File: config.mk
export PLATFORM = sky130hd
export DESIGN_NAME = cond_trigger_top
export DESIGN_NICKNAME = d
export VERILOG_FILES = /design/src/rtl/cond_trig_pkg.sv /design/src/rtl/cond_arm.sv /design/src/rtl/cond_chan.sv /design/src/rtl/cond_ready.sv /design/src/rtl/cond_trigger_top.sv
export SDC_FILE = /design/constraint.sdc
export NUM_CORES = 1
export LEC_CHECK = 0
export BUFFER_PORTS_ARGS = -buffer_cell sky130_fd_sc_hd__buf_2
export CAP_MARGIN = 20
export CORE_MARGIN = 5
export CORE_UTILIZATION = 25
export CTS_BUF_LIST = sky130_fd_sc_hd__clkbuf_4
export DETAILED_ROUTE_END_ITERATION = 10
export SLEW_MARGIN = 20
export SYNTH_ARGS = -nofsm -noshare
export SYNTH_HDL_FRONTEND = slang
export SYNTH_HIERARCHICAL = 1
export SYNTH_SLANG_ARGS = --single-unit
File: constraint.sdc
create_clock -name clk -period 2.14 [get_ports clk]
set_input_delay 0.214 -clock clk [delete_from_list [all_inputs] [get_ports clk]]
set_output_delay 0.214 -clock clk [all_outputs]
set_load 0.01 [all_outputs]
File: src/rtl/cond_trig_pkg.sv
// Package: shared condition encoding and the per-cycle hit function.
// Assumes the current and previous samples are synchronous to the block clock.
package cond_trig_pkg;

    localparam int COND_W = 2;

    typedef enum logic [COND_W-1:0] {
        COND_HIGH = 2'b00,
        COND_LOW  = 2'b01,
        COND_RISE = 2'b10,
        COND_FALL = 2'b11
    } cond_e;

    // Decide whether one sample pair meets the selected condition.
    function automatic logic cond_hit(cond_e c, logic cur, logic prv);
        case (c)
            COND_HIGH: return cur;
            COND_LOW:  return !cur;
            COND_RISE: return cur && !prv;
            COND_FALL: return !cur && prv;
            default:   return 1'b0;
        endcase
    endfunction

endpackage

File: src/rtl/cond_arm.sv
// Module: cond_arm
// Detects the arming edge of enable and holds the mask and code captured
// there for the rest of the window. Assumes enable is synchronous to clk.
module cond_arm #(
    parameter int NUM_SIG = 4,
    parameter int CODE_BITS = NUM_SIG * cond_trig_pkg::COND_W
) (
    input  logic                 clk,
    input  logic                 rst_n,
    input  logic                 enable,
    input  logic [NUM_SIG-1:0]   mask_in,
    input  logic [CODE_BITS-1:0] code_in,
    output logic                 start,
    output logic                 active,
    output logic [NUM_SIG-1:0]   mask_held,
    output logic [CODE_BITS-1:0] code_held
);

    logic en_q;

    // Arming edge: enable high now, low at the previous edge.
    always_comb start = enable && !en_q;

    // Track enable and keep the window open once armed.
    always_ff @(posedge clk) begin
        if (!rst_n) begin
            en_q   <= 1'b0;
            active <= 1'b0;
        end else begin
            en_q <= enable;
            if (start) active <= 1'b1;
        end
    end

    // Capture the configuration at the arming edge only.
    always_ff @(posedge clk) begin
        if (!rst_n) begin
            mask_held <= '0;
            code_held <= '0;
        end else if (start) begin
            mask_held <= mask_in;
            code_held <= code_in;
        end
    end

endmodule

File: src/rtl/cond_chan.sv
// Module: cond_chan
// One watched input: keeps the previous sample for edge detection and a
// sticky satisfied flag. Assumes start and active come from cond_arm.
module cond_chan
    import cond_trig_pkg::*;
(
    input  logic              clk,
    input  logic              rst_n,
    input  logic              start,
    input  logic              active,
    input  logic              mask_live,
    input  logic              mask_held,
    input  logic [COND_W-1:0] code_held,
    input  logic              sig,
    output logic              sat
);

    logic prev;
    logic hit;

    // Evaluate the held condition against the current and previous samples.
    always_comb hit = mask_held && cond_hit(cond_e'(code_held), sig, prev);

    // Previous sample; reloaded every cycle, including the arming edge.
    always_ff @(posedge clk) begin
        if (!rst_n) prev <= 1'b0;
        else        prev <= sig;
    end

    // Sticky flag: seeded from the mask at arming, set on a hit afterwards.
    always_ff @(posedge clk) begin
        if (!rst_n)              sat <= 1'b0;
        else if (start)          sat <= !mask_live;
        else if (active && hit)  sat <= 1'b1;
    end

endmodule

File: src/rtl/cond_ready.sv
// Module: cond_ready
// Combines the per-input flags into the ready output. Assumes flags are
// cleared by reset and re-seeded at every arming edge.
module cond_ready #(
    parameter int NUM_SIG = 4
) (
    input  logic               active,
    input  logic [NUM_SIG-1:0] sat,
    output logic               ready
);

    // Ready only inside a window and only when no flag is still missing.
    always_comb ready = active && (&sat);

endmodule

File: src/rtl/cond_trigger_top.sv
// Module: cond_trigger_top
// Watches NUM_SIG inputs for per-input level or edge conditions after an
// arming edge on enable; raises ready once all watched inputs are satisfied.
// Assumes all inputs are synchronous to clk.
module cond_trigger_top #(
    parameter int NUM_SIG = 4
) (
    input  logic                                  clk,
    input  logic                                  rst_n,
    input  logic                                  enable,
    input  logic [NUM_SIG-1:0]                    sig,
    input  logic [NUM_SIG-1:0]                    mask,
    input  logic [NUM_SIG*cond_trig_pkg::COND_W-1:0] code,
    output logic                                  ready,
    output logic [NUM_SIG-1:0]                    sat
);

    localparam int CW        = cond_trig_pkg::COND_W;
    localparam int CODE_BITS = NUM_SIG * CW;

    logic                 start;
    logic                 active;
    logic [NUM_SIG-1:0]   mask_held;
    logic [CODE_BITS-1:0] code_held;

    cond_arm #(.NUM_SIG(NUM_SIG), .CODE_BITS(CODE_BITS)) u_arm (
        .clk       (clk),
        .rst_n     (rst_n),
        .enable    (enable),
        .mask_in   (mask),
        .code_in   (code),
        .start     (start),
        .active    (active),
        .mask_held (mask_held),
        .code_held (code_held)
    );

    // One channel per watched input.
    for (genvar i = 0; i < NUM_SIG; i++) begin : g_chan
        cond_chan u_chan (
            .clk       (clk),
            .rst_n     (rst_n),
            .start     (start),
            .active    (active),
            .mask_live (mask[i]),
            .mask_held (mask_held[i]),
            .code_held (code_held[i*CW +: CW]),
            .sig       (sig[i]),
            .sat       (sat[i])
        );
    end

    cond_ready #(.NUM_SIG(NUM_SIG)) u_ready (
        .active (active),
        .sat    (sat),
        .ready  (ready)
    );

endmodule

==> metrics.log <==
INFO  metric run_status = complete, no violations
INFO  metric initial_core_utilization = 0.259
INFO  metric worst_setup_hold_path_clk_slew = 0.13 ns
INFO  metric synth_seq_area_share = 0.425
INFO  metric cts_root_buffer = clkbuf_4
INFO  metric power.switching = 194 uW
INFO  metric first_global_vias = 777
INFO  metric synth-main-ff-cell = dfxtp_1
INFO  metric static-leakage-power = 0.512 nW
INFO  metric slew_violations = 0
INFO  metric final_hold_viol_count = 0
INFO  metric final_core_occ = 0.304
INFO  metric worstMarginPinSlew = 0.634 ns
INFO  metric flow.area_growth_from_synthesis = 17.5%
INFO  metric gpl.final_weighted_congestion = 0.638
INFO  metric dr.pass1.iters = 3
INFO  metric critical_path.max_fanout = 6
INFO  metric drc_errors = 0
INFO  metric nature_of_the_critical_path_startpoint = register
INFO  metric yosys.area_share.adder = 0
INFO  metric final_layout_size_suffix_gt1_frac = 0.244
INFO  metric post_synth_and_or_nand_nor_area_fraction = 0.318
INFO  metric layout_worst_path_cycle_share = 0.625
INFO  metric synth-warning-count = 6
INFO  metric grtUsageMet3 = 0.0189
INFO  metric met2_usage = 0.120
INFO  metric layout.cell_area.non_filler = 1220 um^2
INFO  metric gate_power_share = 0.119
INFO  metric track_usage = 0.0749
INFO  metric worst_ep_arrival_time = 1.12 ns
INFO  metric maxSlewHeadroom = 0.576
INFO  metric finish.cell_count_without_fillers = 185
INFO  metric worstPathCellList = nand3_1 > nor2_1 > buf_2
INFO  metric number_of_antenna_violations_at_the_first_check_in_global_routing = 0
INFO  metric synth.cell_area = 1040 um^2
INFO  metric postSynthAreaPerCell = 9.17 um^2
INFO  metric routedWlPerCell = 9.96 um
INFO  metric place_inst = 181
INFO  metric synth_top_family_by_area = simple AND/OR/NAND/NOR gates
INFO  metric fin_nets = 155
INFO  metric count_of_endpoints_failing_setup_in_the_final_report = 0
INFO  metric post_cts.resized_instances = 0
INFO  metric critical-path-max-stage-delay = 0.45 ns
INFO  metric rows = 23
INFO  metric total_vias_in_the_final_route = 776
INFO  metric synth_xor_area_frac = 0
INFO  metric grt_start_max_net_pins = 39
INFO  metric share_seq_of_total_power = 0.517
INFO  metric design.die.area = 5530 um^2
INFO  metric power.internal = 680 uW
INFO  metric die_height = 74.4 um
INFO  metric grt_first_pass_wirelength = 3.28 mm
INFO  metric cts.htree.levels = 1
INFO  metric post_cts_hold_buffer_count = 0
INFO  metric mostFrequentLayoutCell = nand2_1
INFO  metric timing.hold.ws = 0.116 ns
INFO  metric critical_path.endpoint_type = output port
INFO  metric layout.cells.most_common_list = nand2_1 (29), buf_2 (23), dfxtp_1 (22)
INFO  metric max_cap_viol_count = 0
INFO  metric post-route-min-period = 1.34 ns
INFO  metric cp_data_required_time = 1.93 ns
INFO  metric core_area = 4000 um^2
INFO  metric fin_skew = 0.00717 ns
INFO  metric io_pins = 24
INFO  metric fillers = 420
INFO  metric upper_clock_frequency_limit = 747 MHz
INFO  metric synth_nets = 132
INFO  metric synth_seq_cells = 22
INFO  metric die_width = 74.4 um
INFO  metric placement.cell_area = 1160 um^2
INFO  metric grt_remaining_overflow = 0
INFO  metric share_of_cell_area_taken_by_muxes_after_synthesis = 0.116
INFO  metric io_buffer_count = 23
INFO  metric multi_input_comb_area = 547 um^2
INFO  metric final.setup.tns = 0 ns
INFO  metric critical_path_class = register to output port
INFO  metric num_antenna_cells = 0
INFO  metric ir_drop = 350 uV
INFO  metric numClockSinks = 22
INFO  metric ant_nets = 0
INFO  metric clock_power_frac = 0.364
INFO  metric synthesized_area_fraction_occupied_by_ao_oa_aoi_and_oai_cells = 0.0942
INFO  metric number_of_flops_mapped_to_enable_cells_by_yosys = 0
INFO  metric power_switching_share = 0.222
INFO  metric cts_tree = yes
INFO  metric cts_inserted_buffers = 3
INFO  metric slowest_stage = dfxtp_1
INFO  metric timing.final.ws_setup = 0.802 ns
INFO  metric dr.first_iter.drc_count = 18
INFO  metric total_power = 873 uW
INFO  metric grt_util_met1 = 0.0986
INFO  metric clk_latency = 0.31 ns
INFO  metric ys_async_sr_fraction = 0
INFO  metric top_usage_layer = met2
INFO  metric sequential_cell_area = 440 um^2
INFO  metric holdCritPathClass = primary input to register
INFO  metric vias_per_cell = 4.19
INFO  metric p_per_area = 717 nW/um^2
INFO  metric grt_setup_unrepaired = false
INFO  metric cts-root-to-sink-buffers = 2
INFO  metric ys_types = 20
INFO  metric cts_setup_buffers = 0
INFO  metric synth_cells = 113
INFO  metric post-place-ws = 0.816 ns
INFO  metric totalWireLength = 1.84 mm
-- flip-flops by register name, summed over array words and instances, names as in the netlist --
signal	count
g_chan.u_chan/prev	4
u_arm/active	1
u_arm/code_held	8
u_arm/mask_held	4
g_chan.u_chan/sat	4
u_arm/en_q	1
-- cell type report --
cell class / instances / area share
well taps: 50 / 0.0514
repair buffers: 23 / 0.0946
multi-input cells: 86 / 0.449
clock inverters: 1 / 0.0247
clock buffers: 3 / 0.0185
flip-flops and latches: 22 / 0.362
-- power groups by stage --
| stage | sequential, mW | clock [mW] | combinational (mW) |
|---|---|---|---|
| 6_report | 0.452 | 0.317 | 0.104 |
| 5_1_grt | 0.457 | 0.353 | 0.119 |
| 4_1_cts | 0.452 | 0.334 | 0.106 |
| 3_5_place_dp | 0.461 | 0 | 0.106 |
| 3_3_place_gp | 0.462 | 0 | 0.105 |
| 2_1_floorplan | 0.459 | 0 | 0.0796 |
-- path summary, 6_finish.rpt --
check,startpoint,end,slack [ns],depth (start not counted)
worst max register to register,u_arm/en_q,g_chan[0].u_chan/sat,0.81,4
worst max-delay path,u_arm/active,ready,0.80,3
worst min register to register,u_arm/mask_held[1],u_arm/mask_held[1],0.47,2
worst min-delay path,sig[3],g_chan[3].u_chan/prev,0.12,2
-- routing by layer --
metal / up-vias / wire (um)
li1: 421 / -
met1: 337 / 943
met2: 18 / 786
met3: 0 / 112
met4: 0 / 0
met5: - / 0
-- logic make-up (layout without fill, tap and decap cells) --
logic type | count (synthesis) | after routing
simple gates | 61 | 61
flops | 22 | 22
compound gates | 13 | 13
mux | 12 | 12
buf+inv | 5 | 27
-- critical path: cells and delay by family, from the launching register on --
kind / cells / cell delay, ns
flip-flops: 1 / 0.45
AND/OR/NAND/NOR: 2 / 0.24
buffers and inverters: 1 / 0.13
-- synthesized netlist by cell type, types with 2 or more instances --
master | count | area (um^2)
nand2b_1 | 4 | 25.0
and2_1 | 4 | 25.0
o21ai_0 | 4 | 20.0
a22oi_2 | 4 | 50.1
nor2b_1 | 12 | 75.1
o21ai_1 | 4 | 20.0
nand4b_1 | 4 | 35.0
buf_2 | 2 | 10.0
nand2_1 | 29 | 109
dfxtp_1 | 22 | 440
mux2i_1 | 12 | 120
and2b_1 | 4 | 30.0
Note: power is estimated with default switching activity, not from simulation.
